===== src/rtl/clkpm_pkg.sv =====
`timescale 1ns/1ps
package clkpm_pkg;

  typedef enum logic [2:0] {
    ST_RUN    = 3'd0,
    ST_DRAIN  = 3'd1,
    ST_OFF    = 3'd2,
    ST_SETTLE = 3'd3,
    ST_ARM    = 3'd4
  } pm_state_e;

  typedef enum logic [1:0] {
    MD_STOP  = 2'd0,
    MD_DOZE  = 2'd1,
    MD_SLEEP = 2'd2
  } pm_mode_e;

  // Depth field decode; the unused code falls back to the shallowest depth.
  function automatic pm_mode_e decode_depth(input logic [1:0] field);
    case (field)
      2'd1:    decode_depth = MD_DOZE;
      2'd2:    decode_depth = MD_SLEEP;
      default: decode_depth = MD_STOP;
    endcase
  endfunction

endpackage


===== src/rtl/clkpm_sync.sv =====
`timescale 1ns/1ps
module clkpm_sync #(
  parameter int STAGES = 2
) (
  input  logic clk,
  input  logic rst_n,
  input  logic d_i,
  output logic q_o
);

  logic [STAGES-1:0] stg_q;

  generate
    if (STAGES > 1) begin : g_chain
      always_ff @(posedge clk or negedge rst_n) begin
        if (!rst_n) stg_q <= '0;
        else        stg_q <= {stg_q[STAGES-2:0], d_i};
      end
    end else begin : g_single
      always_ff @(posedge clk or negedge rst_n) begin
        if (!rst_n) stg_q <= '0;
        else        stg_q <= d_i;
      end
    end
  endgenerate

  assign q_o = stg_q[STAGES-1];

endmodule


===== src/rtl/clkpm_settle_timer.sv =====
`timescale 1ns/1ps
module clkpm_settle_timer #(
  parameter int CNT_W = 8
) (
  input  logic             clk,
  input  logic             rst_n,
  input  logic             load_i,
  input  logic [CNT_W-1:0] load_val_i,
  input  logic             tick_i,
  output logic             expired_o
);

  logic [CNT_W-1:0] cnt_q, cnt_d;
  logic             cnt_en;

  always_comb begin
    cnt_en = load_i || (tick_i && (cnt_q != '0));
    cnt_d  = cnt_q;
    if (load_i)      cnt_d = load_val_i;
    else if (cnt_en) cnt_d = cnt_q - 1'b1;
  end

  always_ff @(posedge clk or negedge rst_n) begin
    if (!rst_n)      cnt_q <= '0;
    else if (cnt_en) cnt_q <= cnt_d;
  end

  assign expired_o = (cnt_q == '0);

  AST_TIMER_NO_WRAP: assert property (@(posedge clk) disable iff (!rst_n)
    ((cnt_q == '0) && !load_i) |=> (cnt_q == '0));

  AST_TIMER_ONE_STEP: assert property (@(posedge clk) disable iff (!rst_n)
    ($past(!load_i) && (cnt_q != $past(cnt_q))) |-> (cnt_q == $past(cnt_q) - 1'b1));

endmodule


===== src/rtl/clkpm_out_gate.sv =====
`timescale 1ns/1ps
module clkpm_out_gate (
  input  logic clk,
  input  logic rst_n,
  input  logic osc_i,
  input  logic oe_set_i,
  input  logic oe_clr_i,
  output logic osc_fall_o,
  output logic oe_o,
  output logic clk_o
);

  logic osc_q;
  logic oe_q, oe_d;

  // A falling edge seen on the incoming sample; the gate may only move here.
  assign osc_fall_o = osc_q && !osc_i;

  always_comb begin
    oe_d = oe_q;
    if (oe_clr_i)      oe_d = 1'b0;
    else if (oe_set_i) oe_d = 1'b1;
  end

  always_ff @(posedge clk or negedge rst_n) begin
    if (!rst_n) begin
      osc_q <= 1'b0;
      oe_q  <= 1'b0;
    end else begin
      osc_q <= osc_i;
      oe_q  <= oe_d;
    end
  end

  assign oe_o  = oe_q;
  assign clk_o = osc_q && oe_q;

  AST_GATE_AT_FALL: assert property (@(posedge clk) disable iff (!rst_n)
    (oe_q != $past(oe_q)) |-> ($past(osc_q) && !osc_q));

  AST_NO_SET_CLR: assert property (@(posedge clk) disable iff (!rst_n)
    !(oe_set_i && oe_clr_i));

endmodule


===== src/rtl/clkpm_mode_fsm.sv =====
`timescale 1ns/1ps
module clkpm_mode_fsm
  import clkpm_pkg::*;
#(
  parameter int CNT_W       = 8,
  parameter int DOZE_TICKS  = 80,
  parameter int SLEEP_TICKS = 160
) (
  input  logic             clk,
  input  logic             rst_n,
  input  logic             pin_s_i,
  input  logic             pol_i,
  input  logic [1:0]       depth_i,
  input  logic             osc_fall_i,
  input  logic             oe_i,
  input  logic             expired_i,
  output logic             oe_set_o,
  output logic             oe_clr_o,
  output logic             ld_o,
  output logic [CNT_W-1:0] ld_val_o,
  output logic             osc_en_o,
  output logic             core_en_o
);

  localparam logic [CNT_W-1:0] DOZE_LD  = CNT_W'(DOZE_TICKS);
  localparam logic [CNT_W-1:0] SLEEP_LD = CNT_W'(SLEEP_TICKS);

  pm_state_e state_q, state_d;
  pm_mode_e  mode_q, mode_d;
  logic      osc_en_q, osc_en_d;
  logic      core_en_q, core_en_d;
  logic      want_run;

  assign want_run = pin_s_i ^ pol_i;

  always_comb begin
    state_d   = state_q;
    mode_d    = mode_q;
    osc_en_d  = osc_en_q;
    core_en_d = core_en_q;
    oe_set_o  = 1'b0;
    oe_clr_o  = 1'b0;
    ld_o      = 1'b0;
    ld_val_o  = (mode_q == MD_DOZE) ? DOZE_LD : SLEEP_LD;
    case (state_q)
      ST_RUN: begin
        if (!want_run) begin
          mode_d  = decode_depth(depth_i);
          state_d = ST_DRAIN;
        end
      end
      ST_DRAIN: begin
        if (osc_fall_i) begin
          oe_clr_o  = 1'b1;
          osc_en_d  = (mode_q == MD_STOP);
          core_en_d = (mode_q != MD_SLEEP);
          state_d   = ST_OFF;
        end
      end
      ST_OFF: begin
        if (want_run) begin
          osc_en_d  = 1'b1;
          core_en_d = 1'b1;
          if (mode_q == MD_STOP) begin
            state_d = ST_ARM;
          end else begin
            ld_o    = 1'b1;
            state_d = ST_SETTLE;
          end
        end
      end
      ST_SETTLE: begin
        if (expired_i) state_d = ST_ARM;
      end
      ST_ARM: begin
        if (osc_fall_i) begin
          oe_set_o = 1'b1;
          state_d  = ST_RUN;
        end
      end
      default: state_d = ST_ARM;
    endcase
  end

  always_ff @(posedge clk or negedge rst_n) begin
    if (!rst_n) begin
      state_q   <= ST_ARM;
      mode_q    <= MD_STOP;
      osc_en_q  <= 1'b1;
      core_en_q <= 1'b1;
    end else begin
      state_q   <= state_d;
      mode_q    <= mode_d;
      osc_en_q  <= osc_en_d;
      core_en_q <= core_en_d;
    end
  end

  assign osc_en_o  = osc_en_q;
  assign core_en_o = core_en_q;

  AST_CORE_BEFORE_OSC: assert property (@(posedge clk) disable iff (!rst_n)
    !core_en_q |-> !osc_en_q);

  AST_DRIVE_POWERED: assert property (@(posedge clk) disable iff (!rst_n)
    oe_i |-> (osc_en_q && core_en_q));

  AST_STOP_SKIPS_SETTLE: assert property (@(posedge clk) disable iff (!rst_n)
    (state_q == ST_SETTLE) |-> (mode_q != MD_STOP));

  AST_DRAIN_RUNS_OUT: assert property (@(posedge clk) disable iff (!rst_n)
    (state_q == ST_DRAIN) |=> (state_q == ST_DRAIN || state_q == ST_OFF));

  AST_SETTLE_RUNS_OUT: assert property (@(posedge clk) disable iff (!rst_n)
    (state_q == ST_SETTLE) |=> (state_q == ST_SETTLE || state_q == ST_ARM));

  AST_MODE_HELD_OFF: assert property (@(posedge clk) disable iff (!rst_n)
    (state_q != ST_RUN) |=> $stable(mode_q));

endmodule


===== src/rtl/clkpm_ctrl.sv =====
`timescale 1ns/1ps
module clkpm_ctrl #(
  parameter int SYNC_STAGES = 2,
  parameter int DOZE_TICKS  = 80,
  parameter int SLEEP_TICKS = 160
) (
  input  logic       clk,
  input  logic       rst_n,
  input  logic       en_pin_i,
  input  logic [2:0] cfg_i,
  input  logic       osc_i,
  input  logic       slow_tick_i,
  output logic       clk_o,
  output logic       clk_oe_o,
  output logic       osc_en_o,
  output logic       core_en_o
);

  localparam int MAX_TICKS = (DOZE_TICKS > SLEEP_TICKS) ? DOZE_TICKS : SLEEP_TICKS;
  localparam int CNT_W     = $clog2(MAX_TICKS + 1);

  logic             pin_s;
  logic             osc_fall;
  logic             oe;
  logic             oe_set, oe_clr;
  logic             ld;
  logic [CNT_W-1:0] ld_val;
  logic             expired;

  clkpm_sync #(.STAGES(SYNC_STAGES)) u_sync (
    .clk   (clk),
    .rst_n (rst_n),
    .d_i   (en_pin_i),
    .q_o   (pin_s)
  );

  clkpm_mode_fsm #(
    .CNT_W       (CNT_W),
    .DOZE_TICKS  (DOZE_TICKS),
    .SLEEP_TICKS (SLEEP_TICKS)
  ) u_fsm (
    .clk        (clk),
    .rst_n      (rst_n),
    .pin_s_i    (pin_s),
    .pol_i      (cfg_i[2]),
    .depth_i    (cfg_i[1:0]),
    .osc_fall_i (osc_fall),
    .oe_i       (oe),
    .expired_i  (expired),
    .oe_set_o   (oe_set),
    .oe_clr_o   (oe_clr),
    .ld_o       (ld),
    .ld_val_o   (ld_val),
    .osc_en_o   (osc_en_o),
    .core_en_o  (core_en_o)
  );

  clkpm_settle_timer #(.CNT_W(CNT_W)) u_timer (
    .clk        (clk),
    .rst_n      (rst_n),
    .load_i     (ld),
    .load_val_i (ld_val),
    .tick_i     (slow_tick_i),
    .expired_o  (expired)
  );

  clkpm_out_gate u_gate (
    .clk        (clk),
    .rst_n      (rst_n),
    .osc_i      (osc_i),
    .oe_set_i   (oe_set),
    .oe_clr_i   (oe_clr),
    .osc_fall_o (osc_fall),
    .oe_o       (oe),
    .clk_o      (clk_o)
  );

  assign clk_oe_o = oe;

  AST_LOW_WHEN_OFF: assert property (@(posedge clk) disable iff (!rst_n)
    !clk_oe_o |-> !clk_o);

  AST_SLEEP_DARK: assert property (@(posedge clk) disable iff (!rst_n)
    !core_en_o |-> (!clk_oe_o && !osc_en_o));

endmodule


===== config.mk =====
export PLATFORM = sky130hd
export DESIGN_NAME = clkpm_ctrl
export DESIGN_NICKNAME = d
export VERILOG_FILES = /design/src/rtl/clkpm_pkg.sv /design/src/rtl/clkpm_sync.sv /design/src/rtl/clkpm_settle_timer.sv /design/src/rtl/clkpm_out_gate.sv /design/src/rtl/clkpm_mode_fsm.sv /design/src/rtl/clkpm_ctrl.sv
export SDC_FILE = /design/constraint.sdc
export NUM_CORES = 1
export LEC_CHECK = 0
export ABC_CLOCK_PERIOD_IN_PS = 3200
export BUFFER_PORTS_ARGS = -buffer_cell sky130_fd_sc_hd__buf_4
export CAP_MARGIN = 20
export CORE_MARGIN = 2
export CORE_UTILIZATION = 60
export CTS_BUF_LIST = sky130_fd_sc_hd__clkbuf_8
export DETAILED_ROUTE_END_ITERATION = 6
export GPL_TIMING_DRIVEN = 0
export PLACE_DENSITY = 0.87
export SLEW_MARGIN = 20
export SYNTH_ARGS = -nofsm -noshare
export SYNTH_HDL_FRONTEND = slang
export SYNTH_SLANG_ARGS = --single-unit

===== constraint.sdc =====
create_clock -name clk -period 3.2 [get_ports clk]
set_clock_uncertainty 0.15 [all_clocks]
set_input_delay 0.32 -clock clk [delete_from_list [all_inputs] [get_ports clk]]
set_output_delay 0.32 -clock clk [all_outputs]
set_load 0.01 [all_outputs]

# [After elaboration in Yosys (flattened, before gate mapping)]
# Cells that the tools add are included.
[totals] reg_bits=19 input_bits=8 out_inout_bits=4 elab_cells=61
[op_classes] add_sub_neg=1 eq_ne=13 mux=23 bitwise=2 reduce_logical=14
[ops] op="2-to-1 mux 3 bit" count=6
[ops] op="2-to-1 mux 8 bit" count=2
[ops] op="one-hot mux 3 bit (5 select lines)" count=1
[ops] op="2-to-1 mux 1 bit" count=11
[ops] op="!= test 2 bit, second input constant" count=5
[ops] op="logical NOT 8 bit" count=1
[ops] op="nonzero test 8 bit" count=1
[ops] op="subtractor 8 x 1 -> 8 bit, second input constant" count=1
[ops] op="equality test 3 x 2 -> 1 bit, second input constant" count=2
[ops] op="AND reduction 5 bit" count=1
[ops] op="equality test 2 x 1 -> 1 bit, second input constant" count=2
[ops] op="one-hot mux 1 bit (2 select lines)" count=2
[ops] op="one-hot mux 2 bit (2 select lines)" count=1
[ops] op="nonzero test 2 bit" count=2
[ops] op="equality test 3 x 1 -> 1 bit, second input constant" count=1
[ops] op="equality test 3 bit, second input constant" count=1
[ops] op="logical AND 1 bit" count=3
[ops] op="logical NOT 3 bit" count=1
[ops] op="AND reduction 3 bit" count=1
[ops] op="equality test 2 bit, second input constant" count=1
[ops] op="logical NOT 2 bit" count=1
[ops] op="!= test 2 x 1 -> 1 bit, second input constant" count=1
[ops] op="AND reduction 2 bit" count=1
[ops] op="logical NOT 1 bit" count=1
[ops] op="3 further kinds" count=3

# [Longest topological paths before layout]
[depth] depth_word=6 depth_mapped=6 depth_no_buf=6

# [Cells and area by module]
# Synthesis repeated with hierarchy kept, for this count alone.
[unflattened] cells_unflattened=112 hier_area_um2=1114.8
[modules_own_cells] mod="clkpm_settle_timer" n_inst=1 cells_each=58 area_each_um2=528.0 seq_area_each_um2=200.2
[modules_own_cells] mod="clkpm_mode_fsm" n_inst=1 cells_each=47 area_each_um2=464.2 seq_area_each_um2=178.9
[modules_own_cells] mod="clkpm_out_gate" n_inst=1 cells_each=5 area_each_um2=72.6 seq_area_each_um2=50.0
[modules_own_cells] mod="clkpm_sync" n_inst=1 cells_each=2 area_each_um2=50.0 seq_area_each_um2=50.0

# [Least setup slack after synthesis]
# Ideal clock, no wire load.
[synth_timing] path_kind="flip-flop to flip-flop" from="reg u_timer.cnt_q[0]" to="reg u_timer.cnt_q[7]" setup_ns=0.121 t_arrival_ns=1.695 t_required_ns=2.929 path_slack_ns=1.233 path_stages_with_launch=7 path_buffers=0 synth_period_minus_slack_ns=1.967 cell_sequence="dfrtp_1 -> inv_1 -> ha_1 -> or4b_4 -> o21a_4 -> o22a_1 -> o22a_1"
[synth_via] elab_chain_len=3 elab_cells_between_ends=5 classes_between="add/sub: 1; mux: 1; reduce/logical: 3"
[synth_lines] element="start, declared" line_no="clkpm_settle_timer.sv:13" text="logic [CNT_W-1:0] cnt_q, cnt_d;"
[synth_lines] element="start signal, assigned" line_no="clkpm_settle_timer.sv:25" text="else if (cnt_en) cnt_q <= cnt_d;"
[synth_lines] element="parallel branches: the longest is 3 deep, another holds subtractor 8 x 1 -> 8 bit"
# Several ways; the timed one is not identified.
# A chain may end at the register's enable or synchronous reset.

# [Final worst setup path]
[layout_timing] from="reg u_timer.cnt_q[0]" to="reg u_timer.cnt_q[6]"
# Same word-level chain as after synthesis.

==> flow_summary.toml <==
[timing]
worstMarginPinSlew_ns = 0.7014
max-slew-margin-rel = 0.5258
period_share = 0.6715
setup-tns-final_ns = 0
hold_violations = 0
whs_ns = 0.01492
report.final.slew_viol_count = 0
rsz0062_at_grt = "no"
fin_crit_ns = 2.149
setup_viol = 0
clock.fmax_mhz = 465.3

[setup_path]
path_class = "reg2reg"
end_kind = "flop"
required_ns = 3.17
worstPathMaxFanout = 5
start_kind = "flop"
cp.arrival_ns = 2.12
rrSetupSlack_ns = 1.05

[power]
power.total_w = 0.001045
power_density_nw_per_um2 = 830.2
leakagePower_nw = 0.5145
vdd_drop_max_v = 0.0004864

[yosys]
ys_seq_elements = 19
ys.flop_type = "dfrtp_1"
syn_nets = 118
async_reset_ff_frac = 1.000
ys_warn_count = 0
synth_edf_count = 0
synth_top_area_share = 0.3678
syn_area_per_cell_um2 = 10.08
synth_area_leaders = "dfrtp_1, dfstp_2, nor2_1"
ys_top_cells_by_count = "dfrtp_1, nor2_1, inv_1, nand2b_1, o21ai_0"
synth_most_common_cell = "dfrtp_1"
ys_seq_area_frac = 0.4402
synth_cell_type_count = 40
syn_area_um2 = 1089
netlist_instances = 108
yosysTopAreaCell = "dfrtp_1"

[clocking]
clock_path_buffers = 2
cts.clk_slew.worst_paths_ns = 0.08
cts.sinks = 19
cts_tree = "built"
cts_buffers = 3
post-cts-setup-buffers = 0
cts_root_buf = "clkbuf_8"
clk_latency_ns = 0.26
htree_levels = 1

[placement]
placed_cells = 144
hpwl_um = 1550
gp_congestion = 0.8315
port_buffers = 11

[routing]
vias_per_cell = 5.987
wl_per_cell_um = 14.56
dr_total_vias = 892
drt_iter0_markers = 29
finalWirelength_um = 2169
drtAntennaViolNets = 0
firstDrtPassIters = 4
drc = 0

[floorplan]
start_util = 0.6374
ioPinCount = 12
num_rows = 15
die_h_um = 46.60
core_um2 = 1708
die_x_um = 46.60
die-area_um2 = 2171

[global_routing]
grt_max_degree = 20
grt_antenna_before_repair = 0
grt_overflow = 0
grt_usage = 0.2354
grt_pass1_vias = 843
grt_first_pass_wirelength_um = 3560

[final_layout]
seq_area_um2 = 479.2
drive_above_1_share = 0.2016
area_delta_synth_final_pct = 15.63
final_cells = 149
fillerInstances = 130
antennaDiodeCount = 0
nets = 135
multi_input_area_um2 = 560.5

[job]
cap_viol_max_count = 0

[worst_hold_path]
hold_class = "in2reg"

[outcome]
outcome = "finished clean"
routing by layer:
metal  vias up  routed length (um)  track usage
met3         7                  65      0.03529
met4         0                  38       0.1086
met5         -                   0            0
met1       431                 974       0.2776
met2        23                1090       0.4139
li1        431                   -            -
worst paths after layout:
path                       depth (start not counted)               end              from
setup / recovery                                   6  u_timer.cnt_q[6]  u_timer.cnt_q[0]
hold / removal                                     1   u_sync.stg_q[0]          en_pin_i
setup reg to reg                                   6  u_timer.cnt_q[6]  u_timer.cnt_q[0]
hold reg to reg                                    0   u_sync.stg_q[1]   u_sync.stg_q[0]
max in group asynchronous                          2  u_fsm.state_q[2]             rst_n
min in group asynchronous                          2  u_timer.cnt_q[4]             rst_n
cells in the final DEF (no fill, tap or decap), drive strengths merged:
master       instances
o21ai                5
o22a                 2
o21a                 3
dfrtp               16
o211ai               3
o2bb2ai              2
or4b                 1
clkbuf               5
nand2                3
or3b                 1
o32ai                2
a2bb2oi              1
o22ai                3
dfstp                3
mux2                 1
and3                 1
nor3                 6
inv                  6
or3                  1
nor4b                2
buf                 13
dlygate4sd3          1
a21oi                3
clkinv               1
a211o                1
o2111ai              1
a22oi                1
a31oi                2
or4                  1
or2b                 1
xor2                 3
ha                   2
nand2b               6
xnor2                2
a211oi               2
a41oi                1
nor3b                4
nor2                11
and2                 1
critical path, cell delays in order, from the launching register on:
cell and delay (ns):
dfrtp_1 0.44, inv_1 0.10, ha_1 0.19, nor4b_1 0.60, a21oi_1 0.17, nor3b_1 0.25, o32ai_1 0.12
cell families (layout without fill, tap and decap cells):
group / count (synthesis) / count (layout) / synth area share
simple gates: 39 / 39 / 0.2265
compound gates: 32 / 32 / 0.2149
flops: 19 / 19 / 0.4402
buf+inv: 10 / 26 / 0.04483
xor+xnor: 5 / 5 / 0.04024
fa+ha+maj: 2 / 2 / 0.02298
mux: 1 / 1 / 0.01034
final cells by class:
class | count | area share
repair buffers | 12 | 0.07356
inverters | 6 | 0.01789
plain buffers | 4 | 0.02087
clock inverters | 1 | 0.003976
well taps | 25 | 0.02485
clock buffers | 3 | 0.03280
flip-flops and latches | 19 | 0.3807
multi-input cells | 79 | 0.4453
repair_timing:
item,in CTS,in global routing
resized for setup,0,0
setup endpoints to repair,0,0
hold buffers,1,0
endpoints found under the hold margin,16,0
power breakdown:
group / total [W] / internal, W / switching, W
registers: 0.000447 / 0.000346 / 0.000101
logic: 0.000426 / 0.000197 / 0.000229
clock network: 0.000172 / 0.0000867 / 0.0000851
per-stage QoR:
stage	area, um2	setup slack, ns	util
global placement	1202	1.145	0.7040
CTS	1259	1.113	0.7370
detailed placement	1202	1.123	0.7040
finish	1259	1.051	0.7370
global route	1259	0.8709	0.7370
floorplan	1089	1.233	-
registers in the layout, indices dropped and copies added (netlist names):
signal           count
u_timer.cnt_q        8
u_fsm.core_en_o      1
u_sync.stg_q         2
u_gate.osc_q         1
u_fsm.mode_q         2
u_fsm.state_q        3
u_gate.oe_o          1
u_fsm.osc_en_o       1
(Power assumes the default switching activity.)
